`config.mk`:
```
export PLATFORM = sky130hd
export DESIGN_NAME = gpioPort
export DESIGN_NICKNAME = d
export VERILOG_FILES = /design/src/rtl/gpio_pkg.sv /design/src/rtl/gpioCtrl.sv /design/src/rtl/gpioDatapath.sv /design/src/rtl/gpioPort.sv
export SDC_FILE = /design/constraint.sdc
export NUM_CORES = 1
export LEC_CHECK = 0
export ABC_AREA = 1
export BUFFER_PORTS_ARGS = -buffer_cell sky130_fd_sc_hd__buf_2
export CAP_MARGIN = 40
export CORE_MARGIN = 2
export CORE_UTILIZATION = 50
export DETAILED_ROUTE_END_ITERATION = 16
export HOLD_SLACK_MARGIN = 0.1
export PLACE_DENSITY = 0.74
export SYNTH_ARGS = -nofsm -noshare
export SYNTH_HDL_FRONTEND = slang
export SYNTH_SLANG_ARGS = --single-unit
```
`constraint.sdc`:
```
create_clock -name clk -period 2.41 [get_ports clk]
set_clock_uncertainty 0.1 [all_clocks]
set_input_delay 0.1205 -clock clk [delete_from_list [all_inputs] [get_ports clk]]
set_output_delay 0.1205 -clock clk [all_outputs]
set_load 0.005 [all_outputs]
```
`src/rtl/gpio_pkg.sv`:
```
package gpio_pkg;

  typedef enum logic [3:0] {
    RD_ZERO, RD_DIN, RD_DOUT, RD_OE, RD_ALT, RD_IE, RD_TYPE, RD_POL, RD_STAT, RD_ID
  } rdSel_e;

  typedef struct packed {
    logic   wrDout;
    logic   setOe;
    logic   clrOe;
    logic   setAlt;
    logic   clrAlt;
    logic   setIe;
    logic   clrIe;
    logic   setType;
    logic   clrType;
    logic   setPol;
    logic   clrPol;
    logic   clrStat;
    rdSel_e rdSel;
    logic [3:0] idIdx;
  } ctrlStrobe_t;

  localparam logic [9:0] ID_BASE_WORD = 10'h3F4;
  localparam int         ID_COUNT     = 9;

  function automatic logic [7:0] idByte(input logic [3:0] idx);
    case (idx)
      4'd0:    return 8'h04;
      4'd1:    return 8'h54;
      4'd2:    return 8'hB8;
      4'd3:    return 8'h0B;
      4'd4:    return 8'h00;
      4'd5:    return 8'h0D;
      4'd6:    return 8'hF0;
      4'd7:    return 8'h05;
      4'd8:    return 8'hB1;
      default: return 8'h00;
    endcase
  endfunction

endpackage

```
`src/rtl/gpioCtrl.sv`:
```
module gpioCtrl
  import gpio_pkg::*;
(
  input  logic        clk,
  input  logic        rstN,
  input  logic        psel,
  input  logic        penable,
  input  logic        pwrite,
  input  logic [11:0] paddr,
  output ctrlStrobe_t strobe
);

  logic [9:0] wordIdx;
  logic       aligned;
  logic       wrFire;
  logic [9:0] idOff;

  assign wordIdx = paddr[11:2];
  assign aligned = (paddr[1:0] == 2'b00);
  assign wrFire  = psel && penable && pwrite && aligned;
  assign idOff   = wordIdx - ID_BASE_WORD;

  always_comb begin
    strobe       = '0;
    strobe.rdSel = RD_ZERO;
    if (aligned) begin
      case (wordIdx)
        10'h000: strobe.rdSel = RD_DIN;
        10'h001: begin strobe.rdSel = RD_DOUT; strobe.wrDout  = wrFire; end
        10'h004: begin strobe.rdSel = RD_OE;   strobe.setOe   = wrFire; end
        10'h005: begin strobe.rdSel = RD_OE;   strobe.clrOe   = wrFire; end
        10'h006: begin strobe.rdSel = RD_ALT;  strobe.setAlt  = wrFire; end
        10'h007: begin strobe.rdSel = RD_ALT;  strobe.clrAlt  = wrFire; end
        10'h008: begin strobe.rdSel = RD_IE;   strobe.setIe   = wrFire; end
        10'h009: begin strobe.rdSel = RD_IE;   strobe.clrIe   = wrFire; end
        10'h00A: begin strobe.rdSel = RD_TYPE; strobe.setType = wrFire; end
        10'h00B: begin strobe.rdSel = RD_TYPE; strobe.clrType = wrFire; end
        10'h00C: begin strobe.rdSel = RD_POL;  strobe.setPol  = wrFire; end
        10'h00D: begin strobe.rdSel = RD_POL;  strobe.clrPol  = wrFire; end
        10'h00E: begin strobe.rdSel = RD_STAT; strobe.clrStat = wrFire; end
        default: begin
          if (wordIdx >= ID_BASE_WORD && idOff < 10'(ID_COUNT)) begin
            strobe.rdSel = RD_ID;
            strobe.idIdx = idOff[3:0];
          end
        end
      endcase
    end
  end

  // at most one register action per access, none for reserved offsets
  p_one_action_r11: assert property (@(posedge clk) disable iff (!rstN)
    $onehot0({strobe.wrDout, strobe.setOe, strobe.clrOe, strobe.setAlt, strobe.clrAlt,
              strobe.setIe, strobe.clrIe, strobe.setType, strobe.clrType,
              strobe.setPol, strobe.clrPol, strobe.clrStat}));

  p_no_write_on_read_r11: assert property (@(posedge clk) disable iff (!rstN)
    !pwrite |-> !(strobe.wrDout || strobe.setOe || strobe.setIe || strobe.clrStat));

endmodule

```
`src/rtl/gpioDatapath.sv`:
```
module gpioDatapath
  import gpio_pkg::*;
#(
  parameter int PINS = 16
) (
  input  logic            clk,
  input  logic            rstN,
  input  ctrlStrobe_t     strobe,
  input  logic [PINS-1:0] wdata,
  input  logic [PINS-1:0] pinIn,
  output logic [31:0]     rdata,
  output logic [PINS-1:0] pinOut,
  output logic [PINS-1:0] pinOutEn,
  output logic [PINS-1:0] altSel,
  output logic [PINS-1:0] irqPin,
  output logic            irqAny
);

  logic [PINS-1:0] syncA, syncB, prevS;
  logic [PINS-1:0] doutR, oeR, altR, ieR, typeR, polR, statusR;
  logic [PINS-1:0] edgeHit, levelHit, clrMask, statusNext;

  function automatic logic [PINS-1:0] setClr(input logic [PINS-1:0] cur,
                                             input logic s, input logic c,
                                             input logic [PINS-1:0] d);
    logic [PINS-1:0] r;
    r = cur;
    if (s) r = r | d;
    if (c) r = r & ~d;
    return r;
  endfunction

  always_ff @(posedge clk or negedge rstN) begin
    if (!rstN) begin
      syncA <= '0; syncB <= '0; prevS <= '0;
    end else begin
      syncA <= pinIn;
      syncB <= syncA;
      prevS <= syncB;
    end
  end

  always_ff @(posedge clk or negedge rstN) begin
    if (!rstN) begin
      doutR <= '0; oeR <= '0; altR <= '0;
      ieR <= '0; typeR <= '0; polR <= '0;
    end else begin
      if (strobe.wrDout) doutR <= wdata;
      oeR   <= setClr(oeR,   strobe.setOe,   strobe.clrOe,   wdata);
      altR  <= setClr(altR,  strobe.setAlt,  strobe.clrAlt,  wdata);
      ieR   <= setClr(ieR,   strobe.setIe,   strobe.clrIe,   wdata);
      typeR <= setClr(typeR, strobe.setType, strobe.clrType, wdata);
      polR  <= setClr(polR,  strobe.setPol,  strobe.clrPol,  wdata);
    end
  end

  // per-pin detection; events override a same-cycle clear
  genvar gi;
  generate
    for (gi = 0; gi < PINS; gi++) begin : g_pin
      assign edgeHit[gi]  = typeR[gi] &&
                            (polR[gi] ? (syncB[gi] && !prevS[gi]) : (!syncB[gi] && prevS[gi]));
      assign levelHit[gi] = !typeR[gi] && (polR[gi] == syncB[gi]);
      assign statusNext[gi] = ieR[gi] &&
                              (edgeHit[gi] || levelHit[gi] ||
                               (typeR[gi] && statusR[gi] && !clrMask[gi]));
    end
  endgenerate

  assign clrMask = strobe.clrStat ? wdata : '0;

  always_ff @(posedge clk or negedge rstN) begin
    if (!rstN) statusR <= '0;
    else       statusR <= statusNext;
  end

  assign pinOutEn = oeR;
  assign pinOut   = doutR & oeR;
  assign altSel   = altR;
  assign irqPin   = statusR & ieR;
  assign irqAny   = |irqPin;

  always_comb begin
    rdata = '0;
    case (strobe.rdSel)
      RD_DIN:  rdata[PINS-1:0] = syncB;
      RD_DOUT: rdata[PINS-1:0] = doutR;
      RD_OE:   rdata[PINS-1:0] = oeR;
      RD_ALT:  rdata[PINS-1:0] = altR;
      RD_IE:   rdata[PINS-1:0] = ieR;
      RD_TYPE: rdata[PINS-1:0] = typeR;
      RD_POL:  rdata[PINS-1:0] = polR;
      RD_STAT: rdata[PINS-1:0] = statusR;
      RD_ID:   rdata[7:0]      = idByte(strobe.idIdx);
      default: rdata = '0;
    endcase
  end

  p_dout_write_r2: assert property (@(posedge clk) disable iff (!rstN)
    strobe.wrDout |=> (doutR == $past(wdata)));

  p_oe_set_r4: assert property (@(posedge clk) disable iff (!rstN)
    strobe.setOe |=> ((oeR & $past(wdata)) == $past(wdata)));

  p_ie_clr_r5: assert property (@(posedge clk) disable iff (!rstN)
    strobe.clrIe |=> ((ieR & $past(wdata)) == '0));

  p_edge_hold_r6: assert property (@(posedge clk) disable iff (!rstN)
    !strobe.clrStat |=> ((($past(statusR & typeR & ieR) & typeR & ieR) & ~statusR) == '0));

  p_irq_needs_en_r9: assert property (@(posedge clk) disable iff (!rstN)
    irqAny |-> (ieR != '0));

endmodule

```
`src/rtl/gpioPort.sv`:
```
module gpioPort
  import gpio_pkg::*;
#(
  parameter int PINS = 16
) (
  input  logic            clk,
  input  logic            rstN,
  input  logic            psel,
  input  logic            penable,
  input  logic            pwrite,
  input  logic [11:0]     paddr,
  input  logic [31:0]     pwdata,
  output logic [31:0]     prdata,
  input  logic [PINS-1:0] pinIn,
  output logic [PINS-1:0] pinOut,
  output logic [PINS-1:0] pinOutEn,
  output logic [PINS-1:0] altSel,
  output logic [PINS-1:0] irqPin,
  output logic            irqAny
);

  ctrlStrobe_t strobe;

  gpioCtrl uCtrl (
    .clk(clk), .rstN(rstN), .psel(psel), .penable(penable),
    .pwrite(pwrite), .paddr(paddr), .strobe(strobe)
  );

  gpioDatapath #(.PINS(PINS)) uData (
    .clk(clk), .rstN(rstN), .strobe(strobe), .wdata(pwdata[PINS-1:0]),
    .pinIn(pinIn), .rdata(prdata), .pinOut(pinOut), .pinOutEn(pinOutEn),
    .altSel(altSel), .irqPin(irqPin), .irqAny(irqAny)
  );

endmodule

```
# ---- Yosys cells after proc, flatten, opt, wreduce, memory -nomap -nowiden
# Memory sizes are Yosys's and may differ from the RTL's.
# Cells that the tools add are included.
dict set report totals {
  ff_bits 160
  mem_bits_ro 128
  input_bits 65
  out_inout_bits 97
  elab_cells 330
  mem_count 1
}
dict set report op_classes {
  addsub 1
  n_lt_le_gt_ge 2
  eq_ne 37
  n_mux 45
  bitwise_logic 13
  reduce_logical 221
}
# memory words width rd rd_ports_with_merged_regs wr line
set memory_table {}
lappend memory_table {{(name not given)} 16 8 1 0 0 gpio_pkg.sv:28} ;# case (idx)
# op n
set ops {}
lappend ops {{16-bit 2-to-1 mux} 11}
lappend ops {{1-bit logical AND} 116}
lappend ops {{16-bit bitwise AND} 7}
lappend ops {{16-bit OR} 5}
lappend ops {{8-bit one-hot mux with 9 select lines} 1}
lappend ops {{10-bit by 4-bit equality test with 1-bit output, second input constant} 7}
lappend ops {{1-bit logical NOT} 64}
lappend ops {{8-bit one-hot mux with 8 select lines} 1}
lappend ops {{10-bit by 3-bit equality test with 1-bit output, second input constant} 4}
lappend ops {{1-bit logical OR} 32}
lappend ops {{4-bit one-hot mux with 8 select lines} 1}
lappend ops {{1-bit 2-to-1 mux} 28}
lappend ops {{20-bit 2-to-1 mux} 1}
lappend ops {{1-bit equality test} 16}
lappend ops {{4-bit by 3-bit equality test with 1-bit output, second input constant} 4}
lappend ops {{16-bit inverter} 1}
lappend ops {{16-bit OR reduction} 1}
lappend ops {{13-bit OR reduction} 1}
lappend ops {{10-bit by 1-bit equality test with 1-bit output, second input constant} 1}
lappend ops {{10-bit greater-or-equal comparator, second input constant} 1}
lappend ops {{10-bit logical NOT} 1}
lappend ops {{10-bit by 4-bit < comparator with 1-bit output, second input constant} 1}
lappend ops {{2-bit OR reduction} 5}
lappend ops {{10-bit subtractor, second input constant} 1}
lappend ops {{other kinds (6)} 8}

# ---- Depth between registers and ports, before layout
# Gate-level depths: netlist (run 1).
dict set report logic_depth {
  depth_word 11
  mapped_depth 17
  depth_no_buf 16
}

# ---- Cells and area by module
# From an unflattened synthesis (run 1), not the netlist that was laid out.
dict set report unflattened {
  hier_cells 1122
  hier_area_um2 8589.5
}
# module n_inst cells_each area_per_inst_um2 seq_area_each_um2
set modules_own_cells {}
lappend modules_own_cells {gpioDatapath 1 1033 8114.0 4003.8}
lappend modules_own_cells {gpioCtrl 1 89 475.5 0.0}

# ---- Worst setup path after synthesis (run 1)
# No wires, ideal clock.
dict set report synth_path {
  path_type {input-to-output}
  start {in paddr[1]}
  end {out prdata[4]}
  arrival_ns 1.801
  required_time_ns 2.190
  setup_slack_ns 0.389
  stages 11
  cell_sequence {nor2_1 > o21ai_0 > nor2_1 > nand2_1 > nor2_1 > inv_1 > ha_1 > or2_2 > o21ai_0 > nand3b_1 > nand3_1}
}
dict set report synth_between {
  elab_chain_cells 4
  elab_cells_between_ends 13
  cone_classes {eq/ne: 9; mux: 2; reduce/logical: 1; memory: 1}
}
# element line
set synth_lines {}
lappend synth_lines {{from (decl)} gpioPort.sv:11} ;# input logic [11:0] paddr,
lappend synth_lines {{2-bit logical NOT (*)} gpioCtrl.sv:19} ;# assign aligned = (paddr[1:0] == 2'b00);
lappend synth_lines {{20-bit 2-to-1 mux (*)} gpioCtrl.sv:26} ;# if (aligned) begin
lappend synth_lines {{memory read 16 x 8 bit (tied with other cells)} -}
lappend synth_lines {{8-bit one-hot mux with 9 select lines (*)} gpioDatapath.sv:85} ;# case (strobe.rdSel)
lappend synth_lines {{to (decl)} gpioPort.sv:13} ;# output logic [31:0] prdata,
# Mark *: on every way between the ends. The rest lies on a longest branch, timed or not.

# ---- Final worst setup path (run 1)
dict set report layout_path {
  start {in paddr[4]}
  end {out prdata[7]}
}
dict set report layout_between {
  elab_chain_cells 8
  elab_cells_between_ends 38
  cone_classes {add/sub: 1; order compare: 2; eq/ne: 21; mux: 5; reduce/logical: 8; memory: 1}
}
# element line
set layout_lines {}
lappend layout_lines {{10-bit subtractor} gpioCtrl.sv:21} ;# assign idOff = wordIdx - ID_BASE_WORD;
lappend layout_lines {{10-bit by 4-bit < comparator with 1-bit output} gpioCtrl.sv:42} ;# if (wordIdx >= ID_BASE_WORD && idOff < 10'(ID_COUNT)) begin
lappend layout_lines {{1-bit logical AND} gpioCtrl.sv:42}
lappend layout_lines {{8-bit 2-to-1 mux} gpioCtrl.sv:42}
lappend layout_lines {{4-bit 2-to-1 mux / 4-bit one-hot mux with 8 select lines (equally long branches)} gpioCtrl.sv:27} ;# case (wordIdx)
lappend layout_lines {{20-bit 2-to-1 mux (*)} gpioCtrl.sv:26}
lappend layout_lines {{memory read 16 x 8 bit (tied with other cells)} -}
lappend layout_lines {{8-bit one-hot mux with 9 select lines (*)} gpioDatapath.sv:85}
# Marked as above.

==> flow_metrics.py, run 1 <==
metrics = {
    "global_route": {
        "grt_antenna_before_repair": 0,
        "grt_max_degree": 60,
        "grt_pass1_vias": 7793,
        "grt_pass1_wl_um": 40200,
        "track_usage": 0.293,
        "gr-total-overflow": 0,
    },
    "critical_path": {
        "crit_arrival_ns": 2.19,
        "r2r_setup_slack_ns": 1.42,
        "cpLargestDelayFamily": "buffers and inverters",
        "reg2regPathDepth": 3,
        "crit_path_cell_trace": "buf_8, inv_4, ha_2, inv_2, nand4_1, nor2_1, nand2_2, buf_6, nand2_8, buf_4, a21oi_4, buf_12, buf_6, nand3_1, nand2_1, nor2_1, nand3_1, buf_2",
        "worstPathRequired_ns": 2.19,
        "max_stage_delay_ns": 0.17,
        "crit_type": "input port to output port",
        "cp_slowest_cell": "ha_2",
        "crit_path_end_kind": "output port",
        "timing.rr.end": "uData.statusR[6]$_DFF_PN0_",
        "cp_num_buf_inv": 8,
        "worst_setup_path_start_kind": "input port",
        "crit_fanout": 6,
    },
    "yosys": {
        "synth.area.top_cells": "dfrtp_1, o21ai_0, inv_1",
        "syn_area_per_cell_um2": 8.07,
        "ys_seq_elements": 160,
        "synth_top_cells_by_count": "inv_1, dfrtp_1, o21ai_0, nand2_1, nand3_1",
        "yosysUniqueCellTypes": 34,
        "synthMostInstantiatedCell": "inv_1",
        "synth_top_cell_by_area": "dfrtp_1",
        "syn_inst": 1036,
        "ys_seq_area_frac": 0.479,
        "synth_edf_count": 0,
        "postSynth.asyncResetShare": 1.00,
        "synth_ff_type": "dfrtp_1",
        "yosys_warnings": 0,
        "synth_top_area_share": 0.479,
        "syn-cell-area_um2": 8360,
    },
    "routing": {
        "num_vias": 8416,
        "drt_iter0_markers": 882,
        "ant_nets": 0,
        "drc_errors": 0,
        "wirelength_um": 27100,
        "vias_per_cell": 5.64,
        "wl_per_cell_um": 18.2,
        "dr.pass1.iters": 6,
    },
    "cts": {
        "cts_tree": "done",
        "ctsHtreeMaxLevel": 4,
        "clk_pin_slew_worst_paths_ns": 0.06,
        "cts.path.max_buffers": 2,
        "clkLatencyLatePin_ns": 0.42,
        "cts-root-buf": "clkbuf_16",
        "clkSinkCount": 160,
        "cts_buffers": 17,
    },
    "sta": {
        "rsz0062_at_grt": "yes",
        "setup_viol": 1,
        "maxSlewViolCount": 0,
        "hold_viol_final": 0,
        "worst_pin_slew_ns": 0.577,
        "setup_ws_ns": -0.00322,
        "whs_ns": 0.135,
        "max_freq_mhz": 414,
        "finalCriticalPeriod_ns": 2.41,
        "period_share": 1.00,
        "max_slew_margin": 0.612,
    },
    "placed_design": {
        "portBuffers": 129,
        "place_congestion": 0.912,
        "placedCellCount": 1409,
        "dpl.hpwl_um": 17500,
        "place_area_um2": 9500,
    },
    "finish": {
        "final_core_util": 0.671,
        "antennaDiodeCount": 0,
        "syn2layout_area_growth_pct": 32.2,
        "drive_gt1_frac": 0.267,
        "fin_cells": 1492,
        "layout.nets": 1330,
        "final_area_um2": 11100,
    },
    "die": {
        "core-area_um2": 16500,
        "chipHeight_um": 133,
        "dieWidth_um": 133,
        "start_util": 0.508,
        "die-area_um2": 17800,
        "ios": 162,
        "fp-row-count": 47,
    },
    "power": {
        "peakVddDrop_mv": 0.423,
        "power_density_nw_per_um2": 528,
        "total_power_mw": 5.84,
        "leakage_nw": 5.78,
    },
    "outcome": {
        "status": "complete, but fails checks",
        "violations": "setup timing",
    },
    "job": {
        "cap_violations": 0,
    },
    "hold_path": {
        "hold_class": "input port to asynchronous set/reset pin",
    },
}
## routing by layer
layer	vias to the layer above	global-route usage	share of wire
li1	3840	-	-
met1	4000	0.394	0.40
met2	495	0.455	0.46
met3	81	0.0677	0.098
met4	0	0.135	0.042
met5	-	0	0
## worst max path at each step
stage / startpoint / to / slack, ns / cells after the start
floorplan: paddr[1] / prdata[4] / 0.39 / 11
global placement: paddr[4] / prdata[3] / -0.04 / 17
detailed placement: paddr[4] / prdata[15] / -0.09 / 18
CTS: paddr[4] / prdata[13] / 0.0009 / 19
global route: paddr[4] / prdata[13] / -0.10 / 17
finish: paddr[4] / prdata[7] / -0.003 / 18
## worst register-to-register path, stage by stage, from the launching register on
cell	delay [ns]
dfrtp_1	0.42
inv_1	0.07
o21ai_0	0.17
a31oi_1	0.11
## cell type report
class / count / area [µm²]
sequential: 160 / 4000
multi-input combinational: 649 / 3730
inverter: 194 / 743
clock inverter: 13 / 164
timing repair buffer: 237 / 1700
fill: 1333 / 5410
tap: 220 / 275
clock buffer: 19 / 443
## what timing repair did
action,CTS,global route
pin swaps,4,56
resized for setup,12,127
gates cloned,0,3
hold buffers,33,0
endpoints found under the setup margin,16,16
setup buffers,3,12
hold endpoints to repair,277,0
## where the power goes
part           total, mW  switching [mW]  internal [mW]
Clock               2.75            1.09           1.66
Sequential          2.76          0.0306           2.73
Combinational      0.328           0.203          0.125
Total               5.84            1.32           4.51
## cell usage in the layout (no fill, tap or decap), drive strengths merged
cell type and count:
a21boi 24, a21oi 4, a2bb2oi 8, a31oi 16, buf 204, bufinv 3, clkbuf 19, clkinv 14
clkinvlp 5, conb 16, dfrtp 160, dlygate4sd3 33, ha 6, inv 185, nand2 135, nand3 109
nand3b 2, nand4 32, nor2 99, nor4 5, o2111ai 1, o211ai 25, o21ai 146, o22ai 20
or2 1
## kinds of logic after synthesis
logic type,count (synthesis),synth area share
buffers and inverters,242,0.123
AO/OA/AOI/OAI,244,0.172
flip-flops,160,0.479
other,1,0.000449
adder cells (fa/ha/maj),6,0.00898
AND/OR/NAND/NOR,383,0.217
## through the flow
stage               setup WS (ns)  setup TNS (ns)
finish                   -0.00322        -0.00322
global route               -0.104           -1.34
CTS                      0.000907               0
detailed placement        -0.0948          -0.746
global placement          -0.0423          -0.166
floorplan                   0.389               0
Power figures use the tool's default switching activity.
==> inputs of run 2 (changes only) <==
--- a/config.mk
+++ b/config.mk
@@ -8,7 +8,6 @@
 export ABC_AREA = 1
 export BUFFER_PORTS_ARGS = -buffer_cell sky130_fd_sc_hd__buf_2
 export CAP_MARGIN = 40
-export CORE_MARGIN = 2
 export CORE_UTILIZATION = 50
 export DETAILED_ROUTE_END_ITERATION = 16
 export HOLD_SLACK_MARGIN = 0.1
==> run 2 against run 1 <==
Largest power group unchanged. Non-clock buffer count grew 11. Setup slack gained 0.060 ns. Global-route usage rose by 2.0 points. Final area down 0.14%. Wire length down 1.5%. Critical endpoint is now prdata[0]. First-iteration DRC count down 7.3%. The run now ends clean. Hold slack got worse by 0.00054 ns. Sequential power barely moved. Count of clock-buffer cells in the layout fell by 1. Critical path type unchanged. Sequential share of layout area about the same.
==> flow_metrics.py, run 2 (synthesized netlist as in run 1, its figures left out) <==
metrics = {
    "outcome": {
        "status": "finished clean",
    },
    "routing": {
        "dr.pass1.iters": 5,
        "drc_errors": 0,
        "drt_iter0_markers": 818,
        "vias_per_cell": 5.59,
        "wl_per_cell_um": 17.8,
        "wirelength_um": 26700,
        "ant_nets": 0,
        "num_vias": 8373,
    },
    "global_route": {
        "gr-total-overflow": 0,
        "grt_antenna_before_repair": 1,
        "grt_pass1_vias": 7846,
        "grt_max_degree": 63,
        "grt_pass1_wl_um": 41600,
        "track_usage": 0.313,
    },
    "cts": {
        "cts-root-buf": "clkbuf_16",
        "cts_tree": "done",
        "cts.path.max_buffers": 2,
        "cts_buffers": 17,
        "clkSinkCount": 160,
        "ctsHtreeMaxLevel": 4,
        "clk_pin_slew_worst_paths_ns": 0.06,
        "clkLatencyLatePin_ns": 0.43,
    },
    "finish": {
        "final_common_cell": "inv_1",
        "syn2layout_area_growth_pct": 32.1,
        "antennaDiodeCount": 0,
        "n_fill_cell": 1312,
        "layout_common_cells": "inv_1, dfrtp_1, o21ai_0",
        "drive_gt1_frac": 0.258,
        "layout.nets": 1341,
    },
    "die": {
        "ios": 162,
        "core-area_um2": 16100,
        "die-area_um2": 17200,
        "start_util": 0.519,
        "dieWidth_um": 131,
        "fp-row-count": 46,
        "chipHeight_um": 131,
    },
    "critical_path": {
        "max_stage_delay_ns": 0.24,
        "crit_path_cell_trace": "buf_6, inv_2, nand2_2, nor2_4, buf_4, nand4_1, nand3_1, nor2_2, nand2_2, nand2_8, nor2_4, buf_6, buf_8, nand3_2, nand2_1, nor2_1, nand3_1, buf_2",
        "timing.rr.end": "uData.statusR[2]$_DFF_PN0_",
        "cp_num_buf_inv": 6,
        "reg2regPathDepth": 3,
        "r2r_setup_slack_ns": 1.40,
        "worst_setup_path_start_kind": "input port",
        "worstPathRequired_ns": 2.19,
        "crit_type": "input port to output port",
        "crit_path_end_kind": "output port",
        "crit_arrival_ns": 2.13,
        "cpLargestDelayFamily": "simple AND/OR/NAND/NOR gates",
        "cp_slowest_cell": "nor2_4",
        "r2r_start": "uData.syncB[2]$_DFF_PN0_",
        "crit_fanout": 9,
    },
    "sta": {
        "period_share": 0.976,
        "maxSlewViolCount": 0,
        "max_freq_mhz": 425,
        "setup_ws_ns": 0.0570,
        "rsz0062_at_grt": "yes",
        "setup_viol": 0,
        "worst_pin_slew_ns": 0.607,
        "finalCriticalPeriod_ns": 2.35,
        "max_slew_margin": 0.592,
        "hold_viol_final": 0,
    },
    "placed_design": {
        "dpl.hpwl_um": 17900,
        "place_congestion": 0.952,
        "portBuffers": 129,
        "dp_slack_ns": -0.0873,
    },
    "power": {
        "power_density_nw_per_um2": 522,
        "leakage_nw": 5.82,
        "peakVddDrop_mv": 0.524,
        "total_power_mw": 5.76,
    },
    "job": {
        "cap_violations": 0,
    },
    "hold_path": {
        "hold_class": "input port to asynchronous set/reset pin",
    },
}
==> run 2: power breakdown <==
group	internal, mW	leakage, nW	total, mW	switching (mW)
combinational	0.127	3.77	0.327	0.200
clock	1.46	0.275	2.67	1.21
sequential	2.73	1.77	2.76	0.0306
==> run 2: routing by layer <==
metal	vias to the layer above	share of wire	track usage
li1	3880	-	-
met1	3947	0.40	0.410
met2	461	0.47	0.490
met3	85	0.090	0.0667
met4	0	0.039	0.165
met5	-	0	0
==> run 2: layout make-up <==
type	instances	area, µm²	share of cell area
Sequential cell	160	4000	0.363
Multi-Input combinational cell	649	3610	0.327
Timing Repair Buffer	248	1840	0.167
Inverter	194	736	0.0667
Clock buffer	18	429	0.0389
Tap cell	216	270	0.0245
Clock inverter	14	149	0.0135
==> run 2: stage by stage <==
stage / TNS, ns / hold slack, ns / util / area (µm²) / std cells
after floorplan: 0 / -0.275 / - / 8410 / 1051
after global placement: -0.194 / 0.0455 / 0.599 / 9650 / 1415
after detailed placement: -0.592 / 0.0505 / 0.599 / 9650 / 1415
after CTS: -0.0709 / 0.165 / 0.658 / 10600 / 1482
after global routing: -0.517 / 0.192 / 0.685 / 11000 / 1499
final: 0 / 0.135 / 0.685 / 11000 / 1499
==> run 2: worst max path at each step <==
stage                         from         end  slack (ns)  cells past startpoint
after floorplan           paddr[1]   prdata[4]        0.39                     11
after global placement    paddr[5]  prdata[13]       -0.04                     17
after detailed placement  paddr[4]  prdata[12]       -0.09                     17
after CTS                 paddr[4]  prdata[11]       -0.02                     17
after global routing      paddr[7]   prdata[0]       -0.07                     18
final                     paddr[7]   prdata[0]        0.06                     18
==> run 2: timing repair <==
| item | 4_1_cts | 5_1_grt |
|---|---|---|
| hold buffers | 33 | 0 |
| endpoints found under the setup margin | 11 | 16 |
| hold endpoints to repair | 257 | 0 |
| buffers inserted | 1 | 18 |
| gates cloned | 1 | 1 |
| gates resized for setup | 10 | 90 |
| pin swaps | 1 | 42 |
